[config.mk]
export PLATFORM = sky130hd
export DESIGN_NAME = bcd_swallow_counter
export DESIGN_NICKNAME = d
export VERILOG_FILES = /design/src/rtl/pswc_pkg.sv /design/src/rtl/pswc_digit.sv /design/src/rtl/pswc_datapath.sv /design/src/rtl/pswc_ctrl.sv /design/src/rtl/bcd_swallow_counter.sv
export SDC_FILE = /design/constraint.sdc
export NUM_CORES = 1
export LEC_CHECK = 0
export BUFFER_PORTS_ARGS = -buffer_cell sky130_fd_sc_hd__buf_2
export CAP_MARGIN = 10
export CORE_ASPECT_RATIO = 1.1
export CORE_MARGIN = 5
export CORE_UTILIZATION = 35
export DETAILED_ROUTE_END_ITERATION = 16
export PLACE_DENSITY_LB_ADDON = 0.25
export SETUP_SLACK_MARGIN = 0.3
export SKIP_LAST_GASP = 1
export SYNTH_ARGS = -nofsm -noshare
export SYNTH_HDL_FRONTEND = slang
export SYNTH_HIERARCHICAL = 1
export SYNTH_SLANG_ARGS = --single-unit
[constraint.sdc]
create_clock -name clk -period 4.85 [get_ports clk]
set_input_delay 0.7275 -clock clk [delete_from_list [all_inputs] [get_ports clk]]
set_output_delay 0.7275 -clock clk [all_outputs]
set_load 0.005 [all_outputs]
[src/rtl/pswc_pkg.sv]
package pswc_pkg;
  localparam int DIGIT_W = 4;
  localparam int DIGIT_MAX = 9;

  typedef struct packed {
    logic loadDigits;
    logic clearDigits;
    logic stepDigits;
  } pswStrobes_t;
endpackage

[src/rtl/pswc_digit.sv]
module pswc_digit
  import pswc_pkg::*;
(
  input  logic               clk,
  input  logic               rst,
  input  pswStrobes_t        strobes,
  input  logic [DIGIT_W-1:0] presetVal,
  output logic [DIGIT_W-1:0] digitVal,
  output logic               digitZero
);
  always_ff @(posedge clk) begin
    if (rst)                                    digitVal <= '0;
    else if (strobes.clearDigits)               digitVal <= '0;
    else if (strobes.loadDigits)                digitVal <= presetVal;
    else if (strobes.stepDigits && !digitZero)  digitVal <= digitVal - 1'b1;
  end

  assign digitZero = (digitVal == '0);

  // a zero digit holds through a step
  p_zero_hold_r6: assert property (@(posedge clk) disable iff (rst)
    (digitZero && !strobes.loadDigits) |=> digitZero);

  // a step lowers a non-zero digit by exactly one
  p_step_one_r3: assert property (@(posedge clk) disable iff (rst)
    (strobes.stepDigits && !digitZero && !strobes.loadDigits && !strobes.clearDigits)
      |=> (digitVal == $past(digitVal) - 1'b1));
endmodule

[src/rtl/pswc_datapath.sv]
module pswc_datapath
  import pswc_pkg::*;
(
  input  logic               clk,
  input  logic               rst,
  input  pswStrobes_t        strobes,
  input  logic [DIGIT_W-1:0] presetTens,
  input  logic [DIGIT_W-1:0] presetUnits,
  output logic [DIGIT_W-1:0] tensDigit,
  output logic [DIGIT_W-1:0] unitsDigit,
  output logic               unitsZero,
  output logic               tensZero,
  output logic               tensAtOne
);
  localparam int NUM_SECT = 2;

  logic [NUM_SECT-1:0][DIGIT_W-1:0] presetArr;
  logic [NUM_SECT-1:0][DIGIT_W-1:0] valArr;
  logic [NUM_SECT-1:0]              zeroArr;

  assign presetArr[0] = presetUnits;
  assign presetArr[1] = presetTens;

  for (genvar s = 0; s < NUM_SECT; s++) begin : g_sect
    pswc_digit u_digit (
      .clk       (clk),
      .rst       (rst),
      .strobes   (strobes),
      .presetVal (presetArr[s]),
      .digitVal  (valArr[s]),
      .digitZero (zeroArr[s])
    );
  end

  assign unitsDigit = valArr[0];
  assign tensDigit  = valArr[1];
  assign unitsZero  = zeroArr[0];
  assign tensZero   = zeroArr[1];
  assign tensAtOne  = (valArr[1] == DIGIT_W'(1));

  // sections move together, so units never exceeds tens
  p_units_le_tens_r8: assert property (@(posedge clk) disable iff (rst)
    unitsDigit <= tensDigit);
endmodule

[src/rtl/pswc_ctrl.sv]
module pswc_ctrl
  import pswc_pkg::*;
#(
  parameter int DIV_BASE = 10
) (
  input  logic               clk,
  input  logic               rst,
  input  logic               presetEn,
  input  logic [DIGIT_W-1:0] presetTens,
  input  logic [DIGIT_W-1:0] presetUnits,
  input  logic               unitsZero,
  input  logic               tensZero,
  input  logic               tensAtOne,
  output pswStrobes_t        strobes,
  output logic               done,
  output logic               presetErr
);
  localparam int CW = $clog2(DIV_BASE + 1);
  localparam logic [CW-1:0] LAST_SHORT = CW'(DIV_BASE - 1);
  localparam logic [CW-1:0] LAST_LONG  = CW'(DIV_BASE);

  logic [CW-1:0] divCnt;
  logic          running;
  logic          presetOk;
  logic          divPulse;

  assign presetOk = (presetTens <= DIGIT_W'(DIGIT_MAX)) &&
                    (presetUnits <= DIGIT_W'(DIGIT_MAX)) &&
                    (presetUnits <= presetTens);

  assign divPulse = running && (unitsZero ? (divCnt == LAST_SHORT) : (divCnt == LAST_LONG));

  always_comb begin
    strobes.loadDigits  = presetEn && presetOk;
    strobes.clearDigits = presetEn && !presetOk;
    strobes.stepDigits  = !presetEn && divPulse;
  end

  always_ff @(posedge clk) begin
    if (rst) begin
      divCnt    <= '0;
      running   <= 1'b0;
      done      <= 1'b0;
      presetErr <= 1'b0;
    end else if (presetEn) begin
      divCnt    <= '0;
      presetErr <= !presetOk;
      running   <= presetOk && (presetTens != '0);
      done      <= presetOk && (presetTens == '0);
    end else if (running) begin
      if (divPulse) begin
        divCnt <= '0;
        if (tensAtOne) begin
          running <= 1'b0;
          done    <= 1'b1;
        end
      end else begin
        divCnt <= divCnt + 1'b1;
      end
    end
  end

  // divider never passes its long terminal count
  p_div_bound_r4: assert property (@(posedge clk) disable iff (rst)
    divCnt <= LAST_LONG);

  // completion holds until a load
  p_done_hold_r7: assert property (@(posedge clk) disable iff (rst)
    (done && !presetEn) |=> done);

  // completion only with tens at zero
  p_done_tens_r5: assert property (@(posedge clk) disable iff (rst)
    done |-> tensZero);

  // a refusal holds until a load
  p_err_hold_r8: assert property (@(posedge clk) disable iff (rst)
    (presetErr && !presetEn) |=> presetErr);

  // refused state never completes
  p_err_no_done_r8: assert property (@(posedge clk) disable iff (rst)
    !(presetErr && done));
endmodule

[src/rtl/bcd_swallow_counter.sv]
module bcd_swallow_counter
  import pswc_pkg::*;
#(
  parameter int DIV_BASE = 10
) (
  input  logic               clk,
  input  logic               rst,
  input  logic               presetEn,
  input  logic [DIGIT_W-1:0] presetTens,
  input  logic [DIGIT_W-1:0] presetUnits,
  output logic [DIGIT_W-1:0] tensDigit,
  output logic [DIGIT_W-1:0] unitsDigit,
  output logic               unitsCarry,
  output logic               tensCarry,
  output logic               modeSel,
  output logic               done,
  output logic               presetErr
);
  pswStrobes_t strobes;
  logic        unitsZero;
  logic        tensZero;
  logic        tensAtOne;

  pswc_ctrl #(.DIV_BASE(DIV_BASE)) u_ctrl (
    .clk         (clk),
    .rst         (rst),
    .presetEn    (presetEn),
    .presetTens  (presetTens),
    .presetUnits (presetUnits),
    .unitsZero   (unitsZero),
    .tensZero    (tensZero),
    .tensAtOne   (tensAtOne),
    .strobes     (strobes),
    .done        (done),
    .presetErr   (presetErr)
  );

  pswc_datapath u_dp (
    .clk         (clk),
    .rst         (rst),
    .strobes     (strobes),
    .presetTens  (presetTens),
    .presetUnits (presetUnits),
    .tensDigit   (tensDigit),
    .unitsDigit  (unitsDigit),
    .unitsZero   (unitsZero),
    .tensZero    (tensZero),
    .tensAtOne   (tensAtOne)
  );

  assign unitsCarry = unitsZero;
  assign tensCarry  = tensZero;
  assign modeSel    = unitsZero;
endmodule

Word-level counts from Yosys, hierarchy flattened
Index checks and enable logic that the tools add are counted.
{"block": "word_totals", "wordCells": 55, "mem_bits_rw": 0, "input_bits": 11, "memories": 0, "output_inout_bits": 13, "rom_bits": 0, "ff_bits": 15, "latchBits": 0}
{"block": "op_classes", "multipliers": 0, "div_mod_pow": 0, "reduce_logical": 26, "n_bitwise": 0, "eq_ne": 3, "n_mux": 14, "add_sub_neg": 3, "n_shift": 0, "order_cmp": 3}
{"operator": "4-bit two-way mux", "n": 5}
{"operator": "4-bit logical NOT", "n": 3}
{"operator": "1-bit logical AND", "n": 10}
{"operator": "2-bit nonzero test", "n": 5}
{"operator": "1-bit two-way mux", "n": 9}
{"operator": "4-bit == test (second input constant)", "n": 2}
{"operator": "4-bit less-or-equal comparator (second input constant)", "n": 2}
{"operator": "4-bit by 1-bit subtractor with 4-bit output (second input constant)", "n": 2}
{"operator": "4-bit by 1-bit adder with 4-bit output (second input constant)", "n": 1}
{"operator": "4-bit by 1-bit == test with 1-bit output (second input constant)", "n": 1}
{"operator": "4-bit less-or-equal comparator", "n": 1}
{"operator": "1-bit logical NOT", "n": 4}
{"operator": "4-bit nonzero test", "n": 1}
{"operator": "2-bit OR reduction", "n": 2}
{"operator": "3-bit AND reduction", "n": 1}

Longest topological paths before layout
{"block": "logic_depth", "ltp_word": 7, "depth_mapped": 10, "ltp_nobuf": 10}

Hierarchy
Netlist, hierarchy kept.
{"mod": "pswc_digit", "instances": 2, "cells_per_inst": 31, "seq_area_each_um2": 80.1, "area_per_inst_um2": 256.5}
{"mod": "pswc_ctrl", "instances": 1, "cells_per_inst": 57, "seq_area_each_um2": 140.1, "area_per_inst_um2": 490.5}
{"mod": "pswc_datapath", "instances": 1, "cells_per_inst": 1, "seq_area_each_um2": 0.0, "area_per_inst_um2": 15.0}
{"mod": "bcd_swallow_counter", "instances": 1, "cells_per_inst": 1, "seq_area_each_um2": 0.0, "area_per_inst_um2": 7.5}

Least setup slack after synthesis
No wires, ideal clock.
{"block": "synth_path", "path_type": "reg-to-reg", "startpoint": "register u_dp.g_sect[0].u_digit.digitVal[0]", "endpoint": "register u_dp.g_sect[0].u_digit.digitVal[3]", "slack_ps": 2176, "path_stages_with_launch": 11, "arrival_time_ps": 2551, "path_buffers": 0, "setup_ps": 123, "synth_period_minus_slack_ps": 2674, "required_ps": 4727, "path_cell_list": "dfxtp_1 -> inv_1 -> ha_1 -> or3b_4 -> clkinv_2 -> or3b_4 -> a211oi_4 -> and2_1 -> nor4b_2 -> mux2i_1 -> a21oi_1"}
{"item": "start, declared", "line_no": "pswc_digit.sv:8", "source": "output logic [DIGIT_W-1:0] digitVal,"}
{"item": "start signal, assigned", "line_no": "pswc_digit.sv:14", "source": "else if (strobes.loadDigits) digitVal <= presetVal;"}
{"item": "start signal, assigned", "line_no": "pswc_digit.sv:15", "source": "else if (strobes.stepDigits && !digitZero) digitVal <= digitVal - 1'b1;"}

==> metrics.cfg <==
[timing]
period_minus_slack_ns = 2.980
max_slew_margin = 0.7257
rsz0062_at_grt = no
fmax_mhz = 335.6
finalSetupViolCount = 0
finalClockSkew_ns = 0.002406
tightest_slew_ns = 0.4077
hold_violations = 0
setup-tns-final_ns = 0
post-route-period-util = 0.6144
drv_slew = 0

[synth]
synth-seq-area-share = 0.2927
syn_nets = 139
synth_most_common_cell = dfxtp_1
syn_inst = 121
synth_warnings = 6
synth_cell_type_count = 37
synthTopCellsByCount = dfxtp_1 (15), inv_1 (14), nor2_1 (11)
synth-seq-cells = 15
async_reset_ff_frac = 0
syn_area_um2 = 1026
synth_ff_type = dfxtp_1
avgSynthCellArea_um2 = 8.479
synth-edff-count = 0
synth_area_leaders = dfxtp_1 (29%), ha_1 (8.5%), inv_1 (5.1%)
synth_top_area_share = 0.2927
yosysTopAreaCell = dfxtp_1

[die]
start_util = 0.3661
dieArea_um2 = 4115
ios = 24
die_h_um = 66.79
fp.dieW_um = 61.62
rows = 20
core_um2 = 2803

[min_path]
min_to = u_ctrl/presetErr
hold_class = register to register
hp-start = u_ctrl/presetErr
holdPathStages = 2

[clock_network]
ctsResizeCount = 0
cts_hold_buf = 0
cts_sinks = 15
cts_buffer_depth = 2
cts_tree = built
clkTransAtPathRegs_ns = 0.09
numCtsBuffers = 3
postCtsSetupBuffers = 0
cts_max_level = 1
cts_root_buf = clkbuf_4
clk_latency_ns = 0.28

[power]
leakage_uw = 0.0004720
combPwrFrac = 0.217
seq_power_share = 0.508
pwr_density_cell_nw_per_um2 = 218.2
power_frac_clock = 0.275
peakVddDrop_mv = 0.1165
netSwitchingPower_uw = 77.51
internal_power_uw = 183.8
p_total_uw = 261.3
sw_frac_of_total = 0.2967

[finish]
syn2layout_area_growth_pct = 16.71
fin_nets = 165
antenna_cells = 0
layout-drive-gt1-share = 0.2945

[worst_setup_path]
r2r-start = u_dp/g_sect[0].u_digit/digitVal[0]
critical_path_class = register to register
worstSetupStartpointType = register
rr_worst_depth = 10
ff2ff_setup_slack_ns = 1.87
worst-endpoint-arrival_ns = 3.16
r2r-end = u_dp/g_sect[1].u_digit/digitVal[3]
cp_max_fo = 12
critPathRequiredTime_ns = 5.03
endpoint_kind = register

[outcome]
status = completed

[route]
drc_errors = 0
drtAntennaViolNets = 0
drt-total-wl_um = 2286
viasPerCell = 5.285
vias = 946
wl_per_cell_um = 12.77
drtIter0Drc = 17
drtPass1Iterations = 4

[global_routing]
grt_pass1_wl_um = 3960
grt_max_degree = 13
antenna_found_initial = 0
overflow = 0
grtUsageTotal = 0.1263
grt_pass1_vias = 895

[placement]
gp_congestion = 0.7270
portBuffers = 23
hpwl_um = 1850

[job]
max_cap_viol_count = 0

==> routing by layer <==
layer  global-route usage  up-vias  share of wire  wire length, um
li1                     -      497              -                -
met1               0.1636      429           0.47             1077
met2               0.2068       18           0.48             1108
met3              0.01163        2          0.038               86
met4              0.05570        0         0.0057               13
met5                    0        -              0                0
==> layout make-up <==
class / count / area, um^2
sequential: 15 / 300.3
fill: 299 / 1605
timing repair buffer: 23 / 115.1
clock buffer: 4 / 26.28
multi-input combinational: 88 / 651.9
inverter: 16 / 62.56
tap: 33 / 41.29
==> cell families after synthesis <==
logic type / Yosys count / synth area share
AOI/OAI and AO/OA: 32 / 0.2402
xor gates and xnor gates: 2 / 0.01708
adders and majority gates: 7 / 0.08536
buffers and inverters: 18 / 0.07195
DFF: 15 / 0.2927
muxes: 2 / 0.01951
and+or+nand+nor: 45 / 0.2732
==> sequential cells by signal, summed over array words and instances (netlist names) <==
name	count
u_dp/g_sect.u_digit/digitVal	8
u_ctrl/divCnt	4
u_ctrl/done	1
u_ctrl/presetErr	1
u_ctrl/running	1
==> cell usage in the layout (no fill, tap or decap) <==
master,n
dfxtp_1,15
a21oi_2,1
a41o_1,1
o2111ai_1,3
nor2_1,11
nor4b_2,3
nand4_1,3
nand2_1,7
mux2i_1,2
or3b_4,3
and2_0,1
clkbuf_1,1
xor2_1,2
nand3b_1,1
nor2b_1,1
and3_1,1
a211oi_1,2
buf_2,23
a31oi_2,2
o21ai_0,8
a2111oi_1,1
a2bb2oi_1,1
and2_1,2
and4b_2,2
a211oi_2,1
ha_1,7
clkinv_2,2
o21ai_2,2
a41oi_1,1
a211oi_4,1
a31o_1,1
or3_1,2
inv_1,14
nor3_1,1
nand3_1,6
nor4_1,1
a21oi_1,7
clkbuf_4,3
==> per-stage QoR <==
stage | util | hold WS (ns) | cell area [um^2] | setup WS, ns | instances
2_1_floorplan | - | 0.4789 | 1026 | 2.176 | 121
3_3_place_gp | 0.4179 | 0.4878 | 1171 | 2.018 | 175
3_5_place_dp | 0.4179 | 0.5048 | 1171 | 1.903 | 175
4_1_cts | 0.4272 | 0.5176 | 1197 | 1.851 | 179
5_1_grt | 0.4272 | 0.5295 | 1197 | 1.614 | 179
6_report | 0.4272 | 0.5071 | 1197 | 1.870 | 179
==> power by group through the flow <==
stage          Clock [uW]  Combinational (uW)  Sequential [uW]
5_1_grt              83.5                64.6              134
6_report             71.9                56.7              133
3_5_place_dp            0                57.2              136
4_1_cts              76.1                57.5              133
2_1_floorplan           0                37.4              135
3_3_place_gp            0                56.1              135
==> worst max-delay path, cell delays in order, from the launching register on <==
cell and delay, ns:
dfxtp_1 0.42, inv_1 0.08, ha_1 0.24, or3b_4 0.26, clkinv_2 0.09, or3b_4 0.39, a211oi_4 0.34, and2_1 0.41
nor4b_2 0.32, mux2i_1 0.24, a21oi_1 0.08
==> how the worst max path moves through the flow <==
stage,startpoint,to,slack (ns),cells after the start
CTS,u_dp/g_sect[0].u_digit/digitVal[0],u_dp/g_sect[1].u_digit/digitVal[3],1.85,10
detailed placement,u_dp/g_sect[0].u_digit/digitVal[0],u_dp/g_sect[0].u_digit/digitVal[3],1.90,10
finish,u_dp/g_sect[0].u_digit/digitVal[0],u_dp/g_sect[1].u_digit/digitVal[3],1.87,10
floorplan,u_dp/g_sect[0].u_digit/digitVal[0],u_dp/g_sect[0].u_digit/digitVal[3],2.18,10
global route,u_dp/g_sect[0].u_digit/digitVal[0],u_dp/g_sect[1].u_digit/digitVal[3],1.61,10
global placement,u_dp/g_sect[0].u_digit/digitVal[0],u_dp/g_sect[0].u_digit/digitVal[3],2.02,10
(Power assumes the default switching activity.)
